## src/rtl/ddr_mon_pkg.sv

```systemverilog
package ddr_mon_pkg;
  typedef enum logic [3:0] {
    CMD_NOP  = 4'd0,
    CMD_ACT  = 4'd1,
    CMD_RD   = 4'd2,
    CMD_WR   = 4'd3,
    CMD_BST  = 4'd4,
    CMD_PRE  = 4'd5,
    CMD_PREA = 4'd6,
    CMD_AREF = 4'd7,
    CMD_SREF = 4'd8,
    CMD_LMR  = 4'd9
  } cmd_e;

  typedef struct packed {
    cmd_e code;
    logic ap;
    logic mr_sel;
    logic mr_bad;
  } dec_t;
endpackage

```

## src/rtl/ddr_cmd_decode.sv

```systemverilog
module ddr_cmd_decode
  import ddr_mon_pkg::*;
#(
  parameter int BA_W = 2
) (
  input  logic            cke,
  input  logic            cs_n,
  input  logic            ras_n,
  input  logic            cas_n,
  input  logic            we_n,
  input  logic [BA_W-1:0] ba,
  input  logic            a10,
  output dec_t            dec
);
  cmd_e code;

  always_comb begin
    code = CMD_NOP;
    if (!cs_n) begin
      unique case ({ras_n, cas_n, we_n})
        3'b011:  code = CMD_ACT;
        3'b101:  code = CMD_RD;
        3'b100:  code = CMD_WR;
        3'b110:  code = CMD_BST;
        3'b010:  code = a10 ? CMD_PREA : CMD_PRE;
        3'b001:  code = cke ? CMD_AREF : CMD_SREF;
        3'b000:  code = CMD_LMR;
        default: code = CMD_NOP;
      endcase
    end
  end

  always_comb begin
    dec.code   = code;
    dec.ap     = a10 && (code == CMD_RD || code == CMD_WR);
    dec.mr_sel = (code == CMD_LMR) && ba[0];
    dec.mr_bad = (code == CMD_LMR) && (ba > BA_W'(1));
  end
endmodule

```

## src/rtl/ddr_bank_tracker.sv

```systemverilog
module ddr_bank_tracker #(
  parameter int NUM_BANKS = 4,
  parameter int BA_W      = 2
) (
  input  logic                 clk,
  input  logic                 rst,
  input  logic                 open_en,
  input  logic                 close_en,
  input  logic                 close_all,
  input  logic [BA_W-1:0]      bank,
  input  logic                 rd_arm,
  input  logic                 rd_disarm,
  output logic [NUM_BANKS-1:0] bank_open,
  output logic                 rd_ok
);
  for (genvar g = 0; g < NUM_BANKS; g++) begin : g_bank
    always_ff @(posedge clk) begin
      if (rst || close_all)
        bank_open[g] <= 1'b0;
      else if (close_en && bank == BA_W'(g))
        bank_open[g] <= 1'b0;
      else if (open_en && bank == BA_W'(g))
        bank_open[g] <= 1'b1;
    end
  end

  always_ff @(posedge clk) begin
    if (rst || rd_disarm)
      rd_ok <= 1'b0;
    else if (rd_arm)
      rd_ok <= 1'b1;
  end
endmodule

```

## src/rtl/ddr_busy_timer.sv

```systemverilog
module ddr_busy_timer #(
  parameter int CNT_W = 8
) (
  input  logic             clk,
  input  logic             rst,
  input  logic             load,
  input  logic [CNT_W-1:0] period,
  output logic             busy
);
  logic [CNT_W-1:0] remain;

  always_ff @(posedge clk) begin
    if (rst)
      remain <= '0;
    else if (load)
      remain <= (period == '0) ? '0 : period - CNT_W'(1);
    else if (remain != '0)
      remain <= remain - CNT_W'(1);
  end

  assign busy = (remain != '0);
endmodule

```

## src/rtl/ddr_cmd_monitor.sv

```systemverilog
module ddr_cmd_monitor
  import ddr_mon_pkg::*;
#(
  parameter int NUM_BANKS = 4,
  parameter int BA_W      = $clog2(NUM_BANKS),
  parameter int ADDR_W    = 13,
  parameter int AP_BIT    = 10,
  parameter int CNT_W     = 8
) (
  input  logic              clk,
  input  logic              rst,
  input  logic              cke,
  input  logic              cs_n,
  input  logic              ras_n,
  input  logic              cas_n,
  input  logic              we_n,
  input  logic [BA_W-1:0]   ba,
  input  logic [ADDR_W-1:0] addr,
  input  logic [CNT_W-1:0]  t_rfc,
  input  logic [CNT_W-1:0]  t_mrd,
  input  logic [CNT_W-1:0]  t_rp,
  output logic [3:0]        cmd_code,
  output logic [BA_W-1:0]   cmd_bank,
  output logic              cmd_autopre,
  output logic              cmd_mr_sel,
  output logic              illegal
);
  dec_t                 dec;
  logic [NUM_BANKS-1:0] bank_open;
  logic                 rd_ok;
  logic                 busy;
  logic                 any_open;
  logic                 sel_open;
  logic                 bad;
  logic                 legal;
  logic                 win_load;
  logic [CNT_W-1:0]     win_len;
  logic                 unused_addr_bits;

  assign unused_addr_bits = ^addr;

  ddr_cmd_decode #(.BA_W(BA_W)) u_dec (
    .cke(cke), .cs_n(cs_n), .ras_n(ras_n), .cas_n(cas_n), .we_n(we_n),
    .ba(ba), .a10(addr[AP_BIT]), .dec(dec)
  );

  assign any_open = |bank_open;
  assign sel_open = bank_open[ba];

  always_comb begin
    bad = 1'b0;
    if (dec.code != CMD_NOP && busy) begin
      bad = 1'b1;
    end else begin
      unique case (dec.code)
        CMD_RD, CMD_WR:     bad = !sel_open;
        CMD_BST:            bad = !rd_ok;
        CMD_AREF, CMD_SREF: bad = any_open;
        CMD_LMR:            bad = any_open || dec.mr_bad;
        default:            bad = 1'b0;
      endcase
    end
  end

  assign legal = !bad;

  ddr_bank_tracker #(.NUM_BANKS(NUM_BANKS), .BA_W(BA_W)) u_banks (
    .clk(clk), .rst(rst),
    .open_en(legal && dec.code == CMD_ACT),
    .close_en(legal && (dec.code == CMD_PRE || dec.ap)),
    .close_all(legal && dec.code == CMD_PREA),
    .bank(ba),
    .rd_arm(legal && dec.code == CMD_RD && !dec.ap),
    .rd_disarm(legal && (dec.code == CMD_WR || dec.code == CMD_BST ||
                         (dec.code == CMD_RD && dec.ap))),
    .bank_open(bank_open), .rd_ok(rd_ok)
  );

  always_comb begin
    win_load = 1'b0;
    win_len  = '0;
    if (legal) begin
      unique case (dec.code)
        CMD_AREF: begin win_load = 1'b1; win_len = t_rfc; end
        CMD_LMR:  begin win_load = 1'b1; win_len = t_mrd; end
        CMD_PREA: begin win_load = 1'b1; win_len = t_rp;  end
        default:  begin win_load = 1'b0; win_len = '0;    end
      endcase
    end
  end

  ddr_busy_timer #(.CNT_W(CNT_W)) u_timer (
    .clk(clk), .rst(rst), .load(win_load), .period(win_len), .busy(busy)
  );

  always_ff @(posedge clk) begin
    if (rst) begin
      cmd_code    <= CMD_NOP;
      cmd_bank    <= '0;
      cmd_autopre <= 1'b0;
      cmd_mr_sel  <= 1'b0;
      illegal     <= 1'b0;
    end else begin
      cmd_code    <= dec.code;
      cmd_bank    <= (dec.code == CMD_ACT || dec.code == CMD_RD ||
                      dec.code == CMD_WR  || dec.code == CMD_PRE) ? ba : '0;
      cmd_autopre <= dec.ap;
      cmd_mr_sel  <= dec.mr_sel;
      illegal     <= bad;
    end
  end
endmodule

```

## config.mk

```make
export PLATFORM = sky130hd
export DESIGN_NAME = ddr_cmd_monitor
export DESIGN_NICKNAME = d
export VERILOG_FILES = /design/src/rtl/ddr_mon_pkg.sv /design/src/rtl/ddr_cmd_decode.sv /design/src/rtl/ddr_bank_tracker.sv /design/src/rtl/ddr_busy_timer.sv /design/src/rtl/ddr_cmd_monitor.sv
export SDC_FILE = /design/constraint.sdc
export NUM_CORES = 1
export LEC_CHECK = 0
export BUFFER_PORTS_ARGS = -buffer_cell sky130_fd_sc_hd__buf_2
export CORE_ASPECT_RATIO = 0.75
export CORE_UTILIZATION = 46
export CTS_CLUSTER_DIAMETER = 60
export DETAILED_ROUTE_END_ITERATION = 10
export PLACE_DENSITY = 0.76
export SLEW_MARGIN = 25
export SYNTH_ARGS = -nofsm -noshare
export SYNTH_HDL_FRONTEND = slang
export SYNTH_SLANG_ARGS = --single-unit
```

## constraint.sdc

```tcl
create_clock -name clk -period 2.7 [get_ports clk]
set_input_delay 0.54 -clock clk [delete_from_list [all_inputs] [get_ports clk]]
set_output_delay 0.54 -clock clk [all_outputs]
set_load 0.05 [all_outputs]
```

==> reports/summary.md, run 1 <==
The run finished with clean final reports. The combinational power share is 48.6%. At the pin with the least slew margin, the transition time is 0.5334 ns.

For this run, the top clock speed supported by timing is 0.3762 GHz. The number of antenna diodes was 0. After floorplanning, the core was divided into 18 placement rows. The tools report the global placement routability congestion as 0.9582.

The clock net in this run drives a total of 22 sinks. By area, the combinational part of the netlist is dominated by simple AND/OR/NAND/NOR gates. The tools report the post-route non-filler standard cell count as 328. For the worst flop-to-flop path, the logic depth is 11. The first detailed-routing pass ran for 4 iterations. STA classifies the critical path endpoint as a flip-flop. From bottom edge to top edge, the die measures 54.89 µm. The run gives 1 as the deepest level of the CTS H-tree.

The share of cells above drive strength 1 was 32.73%. The worst setup path is launched from a flip-flop. The pin count of the biggest net entering global routing was 25. The cell sitting at the root of the clock tree is a clkbuf_8.

In the final design database the tool counted 329 nets. The number of nets handed over by synthesis was 268. The count of final max-slew check failures came out at 0. The share of the synthesized netlist area taken by xor and xnor gates is 2.553%, and the final clock period utilization by the worst path is 98.46%. Counting flops and latches in the post-synthesis netlist gives 22. The most used flip-flop cell after synthesis is dfxtp_1.

The placeable core region was 3423 µm²; the maximum number of buffers from clock root to sink was 2. The net switching power figure is 547.6 µW. Sequential cells burn 30.4% of the power. Count of hold buffers inserted by post-cts repair: 0. The path class of the tightest hold or removal check is reg -> reg.

The first global-routing pass estimated 7293 µm of wire. Along the worst path, the maximum fanout reaches 4. Summing the areas of all fa, ha and maj instances in the mapped netlist gives 2.918% of the synthesized area.

The number of max-cap violations is 0, and the number of hold violations in the final report is 0. The design internal power was 899.8 µW; the average instance area after synthesis was 7.869 µm². The total congestion overflow was 0; the number of routed nets with antenna violations was 0. The initial core utilization is 50.11%, and the final-report setup violation count is 0.

Once detailed placement completed, the half-perimeter wirelength came to 3523 µm. At the worst endpoint, the required time is 2.84 ns. The die covers 3980 µm². The post-synthesis share of cell area spent on and, or, nand and nor gates was 34.50%; the setup clock skew after layout was 0.001676 ns. In this run switching power makes up 37.83% of total power.

For this block, the routed nets add up to 4603 µm of wire. In the routed design, unresolved DRC markers number 0. The clock transition at the registers of the reported paths works out to 0.08 ns. The routed length per placed instance is 14.03 µm. The number of buffers added on ports was 42. The cell leakage power was 0.0009692 µW. The number of antenna violations at the first check in global routing is 0, and the mapped cell area is 1715 µm².

IR analysis of the VDD net gives a maximum drop of 326.9 µV. The worst setup path is of the reg -> reg kind. The cell count after placement is 323.

The final route contains 1,840 vias. Relative to the synthesized area, the layout overhead comes to 28.74%. Measured along the x axis, the die boundary spans 72.52 µm.

TritonCTS built the clock tree. For this run, the share of the core covered by cells in the final layout is 64.51%. TritonCTS created 3 clock buffers. The DRC marker count from the first detailed-route iteration came out at 133. For the worst-skew pair, the clock arrives at the later sink with an insertion delay of 0.26 ns.

STA puts the critical path data arrival time at 2.80 ns. Across every metal layer, demand over resource in global routing totals 24.51%. During synthesis, Yosys emitted a total of 0 warnings.

The cell count after synthesis came out at 218. The synthesized design devotes to its leading area cell type 25.67% of total area. The synthesized netlist devotes 25.82% of its cell area to compound gates. Power spread over the standard cell area amounts to 655.4 nW/µm². The average via count per standard cell works out to 5.610. The synthesized design spends more area on one cell type than any other, namely dfxtp_1. The run gives 60 as the number of distinct library cell variants in the gate-level netlist after synthesis. In the post-synthesis netlist, the biggest area contributors are dfxtp_1, nand2b_1, a21oi_1, nor2_1, o21ai_0.

Pin placement for this block handled 55 I/O pins. In this run, the clock network consumes 21.0% of the power. The share of synthesized flip-flops with an asynchronous set or reset is 0%. The run gives 1,596 as the number of global-route vias before repair. Along the worst hold path, the cell count comes to 2. The final critical-path required period was 2.658 ns. The number of enable flip-flop cells after synthesis is 0, and the share of synthesized area occupied by flip-flops and latches is 25.67%. After synthesis, the share of cell area in mux cells is 1.896%. In this run the tightest slew margin relative to its limit is 64.44%.
cell usage after synthesis, types with 2 or more instances:
master and instances:
nand2_1 12, xnor2_1 4, and3_1 3, buf_2 3
buf_6 2, nand2b_1 13, buf_4 4, o31ai_1 4
a21oi_1 15, ha_1 4, and2_1 4, o21ai_0 12
clkbuf_1 3, nor4_1 2, nand4_1 3, inv_1 7
nor3_1 8, nor2b_1 6, nor2_1 17, a41oi_1 6
or3_1 3, a211oi_1 8, nor4b_1 2, or4_2 2
nand3_1 9, dfxtp_1 22, a221oi_1 2, or2b_1 3
a31oi_1 3, o211ai_1 2
cells in the final DEF (no fill, tap or decap), drive strengths merged, types with 6 or more instances in the layout:
master / instances
buf: 69
dfxtp: 22
nor2: 17
a21oi: 15
nand2b: 13
nand2: 12
o21ai: 12
nand3: 9
nor3: 9
a211oi: 8
inv: 7
nor2b: 6
a41oi: 6
path summary, 6_finish.rpt:
check	from	to	slack, ns
max reg2reg	u_banks.bank_open[1]	u_timer.remain[6]	0.04
min	u_timer.remain[6]	u_timer.remain[6]	0.57
max	u_banks.bank_open[1]	u_timer.remain[6]	0.04
min reg2reg	u_timer.remain[6]	u_timer.remain[6]	0.57
sequential cells by signal, summed over array words and instances, names as in the netlist:
| name | cells |
|---|---|
| cmd_code | 4 |
| illegal | 1 |
| u_banks.rd_ok | 1 |
| cmd_mr_sel | 1 |
| u_timer.remain | 8 |
| u_banks.bank_open | 4 |
| cmd_bank | 2 |
| cmd_autopre | 1 |
cells by family after synthesis:
| kind of cell | count (synthesis) |
|---|---|
| and+or+nand+nor | 101 |
| muxes | 2 |
| AOI/OAI and AO/OA | 64 |
| adders and majority gates | 4 |
| buffers and inverters | 20 |
| DFF | 22 |
| xor gates and xnor gates | 5 |
layer usage:
metal	GRT usage [%]	part of all wire (%)	vias up
met5	0	0	-
met4	6.209	0.70	0
met3	3.131	6.0	4
met2	39.41	43	73
met1	34.87	50	827
li1	-	-	936
through the flow:
step	hold WS, ns	setup TNS (ns)	total power, µW	instance area [µm²]	worst slack (ns)
6_report	0.5714	0	1447	2208	0.04156
5_1_grt	0.6133	-0.09102	1543	2208	-0.04004
4_1_cts	0.5745	0	1426	2175	0.01544
3_5_place_dp	0.5664	-1.419	1115	2103	-0.2569
3_3_place_gp	0.5425	-1.115	1102	2103	-0.2131
2_1_floorplan	0.5171	0	946.0	1723	0.02993
power groups by stage:
stage                     clock, µW  sequential (µW)  combinational (µW)
final                           305              440                 703
after global routing            324              448                 772
after CTS                       311              438                 678
after detailed placement          0              446                 669
after global placement            0              443                 659
after floorplan                   0              457                 489
worst max-delay path, stage by stage (launching register included):
cell and delay (ns):
dfxtp_1 0.32, or4_1 0.54, o31ai_2 0.26, or2_1 0.17
and4_4 0.28, nand2b_1 0.10, ha_1 0.19, inv_1 0.08
a211oi_2 0.04, and3_1 0.18, o211ai_1 0.25, a31oi_1 0.12
area by class of cell:
class,count,area (µm²)
Clock buffer,3,41.29
Clock inverter,1,30.03
Fill cell,317,1215
Inverter,7,26.28
Multi-Input combinational cell,176,1195
Sequential cell,22,440.4
Tap cell,50,62.56
Timing Repair Buffer,69,412.9
repair_timing:
| action | in CTS | in global routing |
|---|---|---|
| setup endpoints to repair | 0 | 6 |
| buffers inserted | 0 | 1 |
| gates resized for setup | 0 | 5 |
Note: power is estimated with default switching activity, not from simulation.
==> inputs of run 2 (changes only) <==
--- a/config.mk
+++ b/config.mk
@@ -5,12 +5,12 @@
 export SDC_FILE = /design/constraint.sdc
 export NUM_CORES = 1
 export LEC_CHECK = 0
-export BUFFER_PORTS_ARGS = -buffer_cell sky130_fd_sc_hd__buf_2
 export CORE_ASPECT_RATIO = 0.75
-export CORE_UTILIZATION = 46
+export CORE_UTILIZATION = 56
 export CTS_CLUSTER_DIAMETER = 60
 export DETAILED_ROUTE_END_ITERATION = 10
-export PLACE_DENSITY = 0.76
+export DONT_BUFFER_PORTS = 1
+export PLACE_DENSITY = 0.74
 export SLEW_MARGIN = 25
 export SYNTH_ARGS = -nofsm -noshare
 export SYNTH_HDL_FRONTEND = slang
==> run 2 against run 1 <==
Net effect: die area is 17% lower; power is 8.3% lower; critical path type unchanged; critical endpoint unchanged; largest power group unchanged; highest routed layer unchanged; worst setup slack better by 0.044 ns; clock skew hardly changed.
==> reports/summary.md, run 2 (same netlist as run 1, synthesis figures left out) <==
Setup repair after global routing left no endpoint under its margin. The width of the die is 65.91 µm (-9.1%). The latest clock arrival within the worst-skew pair is 0.26 ns (about the same), and the deepest level of the CTS H-tree is 1 (unchanged).

The routed length per placed instance is 17.71 µm (+26%). In the final layout, the registers with the most flip-flops are u_timer.remain (8), cmd_code (4), u_banks.bank_open (4). The tools report the post-CTS setup buffer count as 0 (unchanged).

Number of antenna violations at the first check in global routing: 0 (unchanged). The logs give 0.3825 GHz (+1.7%) for the upper clock frequency limit and 38.39% (+3.5 points) for the met1 usage. The pre-CTS setup slack is -0.1329 ns (+0.1240 ns). The tools report the routing usage on met3 as 6.944% (+3.8 points).

The path class of the tightest hold or removal check is in -> reg. The transition time of the tightest slew-check pin came out at 0.6026 ns (+0.06920 ns). The library cell used most frequently in the layout, excluding fill and tap cells, is dfxtp_1. Cell at the slowest stage of the critical path: or4_1. CTS placed an instance of clkbuf_8 at the clock tree root. The logs give 3291 µm² (-17%) for the overall die area and 234 (-26%) for the number of filler cells placed in the layout. Busiest layer in global routing: met2.

The critical path required time is 2.85 ns (about the same). The number of routed nets with antenna violations is 0 (unchanged). The initial core utilization is 62.09% (+12 points), and the clock transition at the registers of the reported paths is 0.08 ns (about the same). The arrival time at the worst endpoint was 2.76 ns (-0.04 ns); the wire length of the first global-routing pass was 7369 µm (+1.0%). The run gives 26 (+4.0%) as the pin count of the biggest net entering global routing. TritonCTS built the clock tree.

Walking the worst path, the cells encountered are or4_1 -> o31ai_4 -> or2_4 -> and4_4 -> nand2b_4 -> ha_1 -> inv_1 -> a211oi_2 -> and3_1 -> o211ai_1 -> a31oi_1. Detailed placement HPWL: 3482 µm (-1.2%). The final critical-path required period came out at 2.614 ns (-0.04425 ns). The placeable core region was 2763 µm² (-19%); the biggest cell delay along the critical path was 0.57 ns (+0.03 ns). The vertical die dimension works out to 49.93 µm (-9.0%). More flip-flops sit in one register than any other, and that register is u_timer.remain. The kind of cell adding the most delay to the critical path was simple AND/OR/NAND/NOR gates. The final worst slack is 0.08581 ns (+0.04425 ns), and the row count is 16 (-2). The number of hold violations in the final report came out at 0 (unchanged). The count of final max-slew check failures is 0 (unchanged). The run gives 1,682 (+5.4%) as the number of global-route vias before repair. In the layout the commonest cells are dfxtp_1, nor2_1, a21oi_1, buf_4. For hold timing, the worst endpoint is u_timer.remain[6]. The tools report the total congestion overflow as 0 (unchanged).

For the net total in the final layout, the log shows 274 (-17%). The logs give 4587 µm (-0.35%) for the final wirelength and 5 (+1) for the length of the first detailed-routing pass in iterations. The number of buffers added on ports works out to 0 (-100%). The maximum number of buffers from clock root to sink came out at 2 (unchanged).

Count of vias placed by the detailed router: 1,751 (-4.8%). The tools report the kind of capture point of the worst setup path as a flip-flop. The average via count per standard cell was 6.761 (+21%).

STA classifies the critical path startpoint as a flip-flop. The cell depth of the worst hold path was 1 (-1). In this run the critical register-to-register path is captured at u_timer.remain[6]. The met2 usage in global routing is 47.11% (+7.7 points), and the final clock period utilization by the worst path is 96.82% (-1.6 points). The DRC marker count from the first detailed-route iteration came out at 160 (+20%). For the setup slack on the worst flop-to-flop path, the log shows 0.09 ns (+0.04 ns).

The number of max-cap violations came out at 0 (unchanged). For the worst slew margin relative to its limit, the log shows 59.79% (-4.7 points). By startpoint and endpoint, the worst setup path is classified as reg -> reg.

The logs give 0.9309 (-2.8%) for the global placement routability congestion and 0 (unchanged) for the number of DRC violations after detailed routing. The cell area after layout is 1889 µm² (-14%). The cell count of the worst reg-to-reg path is 11 (unchanged), and the count of buffering cells on the critical path with inverters included is 1 (unchanged). The share of cells above drive strength 1 works out to 17.94% (-15 points).

The number of top-level pins was 55 (unchanged); the maximum net fanout on the critical path was 3 (-1). The run gives 0 (unchanged) as the number of antenna diodes. The startpoint identified for the worst hold timing path is rst.

The all-layer global routing usage came out at 29.41% (+4.9 points). The cell leakage power is 0.0007375 µW (-24%), and the number of buffers created by CTS is 3 (unchanged). From synthesis to final layout, the design area changed by 10.14%. The flip-flop count of the largest register, all copies and words added is 8 (unchanged). The power density over the cells is 702.8 nW/µm² (+7.2%), and the maximum vdd drop is 284.6 µV (-13%). The start of the worst register-to-register path is u_banks.bank_open[1]. The run finished with clean final reports.

The run gives 22 (unchanged) as the count of clock tree sinks. The final-report setup violation count was 0 (unchanged); the placed instance area was 1785 µm² (-15%). Setup clock skew after layout: 0.001636 ns (-0.00004019 ns).
## run 2: cell types whose count changed in the layout (fill, tap and decap cells not counted), sizes merged
| cell | change |
|---|---|
| bufinv | -1 |
| buf | -55 |
| clkbuf | +1 |
## run 2: metrics by stage
step	total power, µW	hold slack [ns]	cells	util, %	TNS (ns)
after global placement	1030	0.5327	255	64.63	-0.2589
after detailed placement	1060	0.5423	255	64.63	-0.6108
after global routing	1416	0.3246	259	68.39	0
after floorplan	946.0	0.5171	218	-	0
after CTS	1300	0.3338	259	66.62	0
final	1328	0.3357	259	68.39	0
## run 2: repair_timing
item | 4_1_cts | 5_1_grt
setup endpoints to repair | 0 | 7
hold buffers | 0 | 0
resized for setup | 0 | 10
## run 2: worst register-to-register path, cell delays in order, from the launching register on
cell	delay, ns
dfxtp_1	0.33
or4_1	0.57
o31ai_4	0.24
or2_4	0.17
and4_4	0.26
nand2b_4	0.07
ha_1	0.21
inv_1	0.09
a211oi_2	0.04
and3_1	0.19
o211ai_1	0.22
a31oi_1	0.11
## run 2: area by class of cell
class / count / area [µm²] / area share (%)
Inverter: 7 / 26.28 / 1.391
Multi-Input combinational cell: 176 / 1216 / 64.37
Clock buffer: 4 / 55.05 / 2.914
Tap cell: 36 / 45.04 / 2.384
Timing Repair Buffer: 14 / 105.1 / 5.563
Sequential cell: 22 / 441.7 / 23.38
## run 2: worst max-delay path by stage
stage                              start                 to  slack [ns]  depth (start not counted)
CTS                 u_banks.bank_open[1]  u_timer.remain[6]        0.03                         11
floorplan                          ras_n  u_timer.remain[6]        0.03                         12
global route        u_banks.bank_open[1]  u_timer.remain[6]       0.001                         11
finish              u_banks.bank_open[1]  u_timer.remain[6]        0.09                         11
detailed placement                 ba[1]  u_timer.remain[3]       -0.13                         11
global placement                   ba[1]  u_timer.remain[6]       -0.09                         11
## run 2: metal layers
metal  up-vias  share of wire (%)
met5         -                  0
met4         0                1.3
met3         6                9.9
met2       104                 44
met1       809                 44
li1        832                  -
## run 2: power breakdown
group	switching, µW	internal (µW)
clock network	109	130
logic	333	288
registers	87.0	381
total	529	799
==> inputs of run 3 (changes only) <==
--- a/config.mk
+++ b/config.mk
@@ -5,6 +5,7 @@
 export SDC_FILE = /design/constraint.sdc
 export NUM_CORES = 1
 export LEC_CHECK = 0
+export ABC_AREA = 1
 export CORE_ASPECT_RATIO = 0.75
 export CORE_UTILIZATION = 56
 export CTS_CLUSTER_DIAMETER = 60
==> run 3 against run 2 <==
Net effect: combinational power decreased by 28%; worst setup slack improved by 0.21 ns; clock-buffer cell count decreased by 1; final area decreased by 1.1%; critical path type unchanged; critical endpoint is now u_timer.remain[0]; clock skew grew 0.0063 ns; synthesized cell count increased by 28%; hold slack lost 0.0019 ns; utilization is 5.2 points lower; via count shrank 1.4%; sequential share of layout area increased by 0.18 points; critical path depth up 5; die area up 2.2%.
==> reports/summary.md, run 3 <==
Share of the core filled with cells: 63.22% (-5.2 points). The wire length of the first global-routing pass is 6803 µm (-7.7%), and the setup clock skew after layout is 0.007946 ns (+0.006311 ns). The number of routed nets with antenna violations came out at 0 (unchanged). The switching part of the total works out to 36.74% (-3.1 points). The gate count of the mapped netlist was 278 (+28%). For the net total in the final layout, the log shows 332 (+21%).

The final-layout setup total negative slack is 0 ns (unchanged). The number of max-cap violations is 0 (unchanged). The average via count per standard cell came out at 5.411 (-20%).

Number of nets in the synthesized netlist: 328 (+22%). The run finished with clean final reports. The routed length per placed instance was 12.24 µm (-31%). The latest clock arrival within the worst-skew pair came out at 0.26 ns (about the same). The critical path required time is 2.90 ns (+0.05 ns). The worst setup path is launched from a flip-flop. The all-layer global routing usage was 26.07% (-3.3 points). The number of antenna diodes is 0 (unchanged). The logs give 437.0 µW (-17%) for the net switching power figure and 0 (unchanged) for the number of hold violations in the final report. The logs give 315 (+24%) for the cell count after placement and 14 (-46%) for the pin count of the biggest net entering global routing. Cell with the most instances after synthesis: nand2_1. The design internal power is 752.5 µW (-5.8%). The count of vias placed by the detailed router was 1,726 (-1.4%); the initial core utilization was 59.33% (-2.8 points). The run gives 0.3000 ns (+0.2142 ns) as the final worst slack. The combinational power share was 37.5% (-9.3 points); the share of synthesized area occupied by flip-flops and latches was 25.11% (-0.57 points). The maximum net fanout on the critical path was 6 (+3); the number of enable flip-flop cells after synthesis was 0 (unchanged).

Overall die area: 3363 µm² (+2.2%). The logs give 260.3 µV (-8.6%) for the maximum vdd drop and 289 (+24%) for the number of filler cells placed in the layout. The count of buffering cells on the critical path with inverters included works out to 1 (unchanged). The clock transition at the registers of the reported paths works out to 0.08 ns (about the same). The largest registers in the layout are u_timer.remain (8), cmd_code (4), u_banks.bank_open (4). The critical path is of the reg -> reg type. After synthesis, the most frequently instantiated cells are nand2_1, inv_1, nor2_1, nand3_1, dfxtp_1. The area share of the largest cell type after synthesis was 25.11% (-0.57 points).

The cell type with the highest occurrence count on the critical path is nand2_1. The post-route non-filler standard cell count is 319 (+23%), and the share of synthesized flip-flops with an asynchronous set or reset is 0% (unchanged). The mapped cell area is 1754 µm² (+2.3%), and the count of clock tree sinks is 22 (unchanged). The worst setup path is captured at a flip-flop.

Worst slew margin relative to its limit: 67.73% (+7.9 points). The tools report the pre-CTS setup slack as 0.08594 ns (+0.2189 ns). In the post-synthesis netlist, the biggest area contributors are dfxtp_1, nand2_1, nand3_1, inv_1, nor2_1. The final clock period utilization by the worst path was 88.89% (-7.9 points); the number of distinct library cell variants in the gate-level netlist after synthesis was 29 (-52%). The register bit count reported by yosys is 22 (unchanged).

The number of antenna violations at the first check in global routing is 0 (unchanged). The logs give 36.9% (+1.7 points) for the register share of total power and 0 (unchanged) for the post-CTS setup buffer count. The final critical-path required period is 2.400 ns (-0.2142 ns), and the number of buffers created by CTS is 3 (unchanged). The part of the total power dissipated in the clock network came out at 25.5% (+7.5 points). The count of hold buffers inserted by post-cts repair is 0 (unchanged), and the number of DRC violations after detailed routing is 0 (unchanged). The number of buffers added on ports works out to 0 (unchanged). Upper clock frequency limit: 0.4167 GHz (+8.9%). Summed over all instances, the cell type with the most area after synthesis is dfxtp_1.

The vertical die dimension came out at 50.47 µm (+1.1%). Flip-flop cell with the highest count after synthesis: dfxtp_1. The share of cells above drive strength 1 came out at 14.23% (-3.7 points).

The tools report the count of final max-slew check failures as 0 (unchanged). The power density over the cells is 636.4 nW/µm² (-9.5%). The maximum number of buffers from clock root to sink was 2 (unchanged); the deepest level of the CTS H-tree was 1 (unchanged). Number of warnings issued by yosys: 0 (unchanged). Leaving out fill and tap cells, the most frequent cells in the layout are nand2_1, inv_1, nor2_1, nand3_1, dfxtp_1. The most common library cell in the layout ignoring fill and taps is nand2_1. Traced cell by cell, the critical path runs through nor4_1 -> nand2_1 -> nand2_1 -> nand2_1 -> nor2_1 -> nand2_1 -> nor2_4 -> nand2_1 -> ha_1 -> inv_1 -> nor2_1 -> nand2_1 -> o21ai_1 -> o21ai_1 -> nand3_1 -> a21oi_1. The register ranked first by flip-flop count was u_timer.remain.

The final wirelength was 3906 µm (-15%). The logs give 0 (unchanged) for the count of instances resized after the clock tree is built and 115 (-28%) for the DRC marker count from the first detailed-route iteration. The run gives 4 (-1) as the length of the first detailed-routing pass in iterations. The slowest stage of the critical path belongs to the cell nor4_1. TritonCTS built the clock tree. The number of global-route vias before repair was 1,541 (-8.4%). The width of the die was 66.63 µm (+1.1%); the detailed placement HPWL was 3183 µm (-8.6%). The kind of cell adding the most delay to the critical path was simple AND/OR/NAND/NOR gates. Arrival time at the worst endpoint: 2.60 ns (-0.16 ns). From synthesis to final layout, the design area changed by 6.562%. The total congestion overflow was 0 (unchanged). The cell leakage power came out at 0.0008789 µW (+19%). Average instance area after synthesis: 6.310 µm² (-20%).

The transition time of the tightest slew-check pin is 0.4835 ns (-0.1191 ns), and the global placement routability congestion is 0.8659 (-7.0%). The tools report the row count as 17 (+1). The biggest cell delay along the critical path came out at 0.40 ns (-0.17 ns).

The run gives 0 (unchanged) as the final-report setup violation count. Root buffer selected by CTS: clkbuf_8. Setup repair after global routing left no endpoint under its margin. The tightest min-delay check is of the in -> reg type. The placeable core region is 2957 µm² (+7.0%), and the flip-flop count of the largest register, all copies and words added is 8 (unchanged).

The run gives 55 (unchanged) as the number of top-level pins.
## run 3: final timing paths
path,from,endpoint,slack [ns],depth (start not counted)
min,rst,u_timer.remain[0],0.33,1
max,u_timer.remain[2],u_timer.remain[0],0.30,16
max reg2reg,u_timer.remain[2],u_timer.remain[0],0.30,16
min reg2reg,u_banks.rd_ok,u_banks.rd_ok,0.48,2
## run 3: area by class of cell
type                            instances  area (µm²)  share of cell area, %
Clock inverter                          1       30.03                  1.606
Tap cell                               38       47.55                  2.544
Multi-Input combinational cell        218        1164                  62.25
Clock buffer                            3       41.29                  2.209
Timing Repair Buffer                    2       15.01                 0.8032
Sequential cell                        22       440.4                  23.56
Inverter                               35       131.4                  7.028
## run 3: metal layers
| layer | vias up | routed length, µm | GRT usage, % |
|---|---|---|---|
| li1 | 911 | - | - |
| met1 | 746 | 2061 | 39.81 |
| met2 | 67 | 1542 | 39.23 |
| met3 | 2 | 282 | 2.273 |
| met4 | 0 | 21 | 5.319 |
| met5 | - | 0 | 0 |
## run 3: kinds of logic after synthesis
logic type,count (synthesis),synth area share [%]
xor gates and xnor gates,7,3.495
AOI/OAI and AO/OA,40,13.84
adders and majority gates,4,2.853
DFF,22,25.11
and+or+nand+nor,167,46.15
buffers and inverters,38,8.559
## run 3: metrics by stage
stage / instance area, µm² / hold WS (ns) / power (µW)
2_1_floorplan: 1754 / 0.4405 / 808.6
3_3_place_gp: 1798 / 0.4623 / 878.4
3_5_place_dp: 1798 / 0.4643 / 883.4
4_1_cts: 1869 / 0.3352 / 1185
5_1_grt: 1869 / 0.3325 / 1269
6_report: 1869 / 0.3338 / 1190
## run 3: power by group through the flow
stage / Clock (µW) / Sequential [µW] / Combinational [µW]
global placement: 0 / 446 / 432
floorplan: 0 / 437 / 372
detailed placement: 0 / 447 / 437
global route: 317 / 446 / 506
finish: 304 / 440 / 446
CTS: 306 / 439 / 440
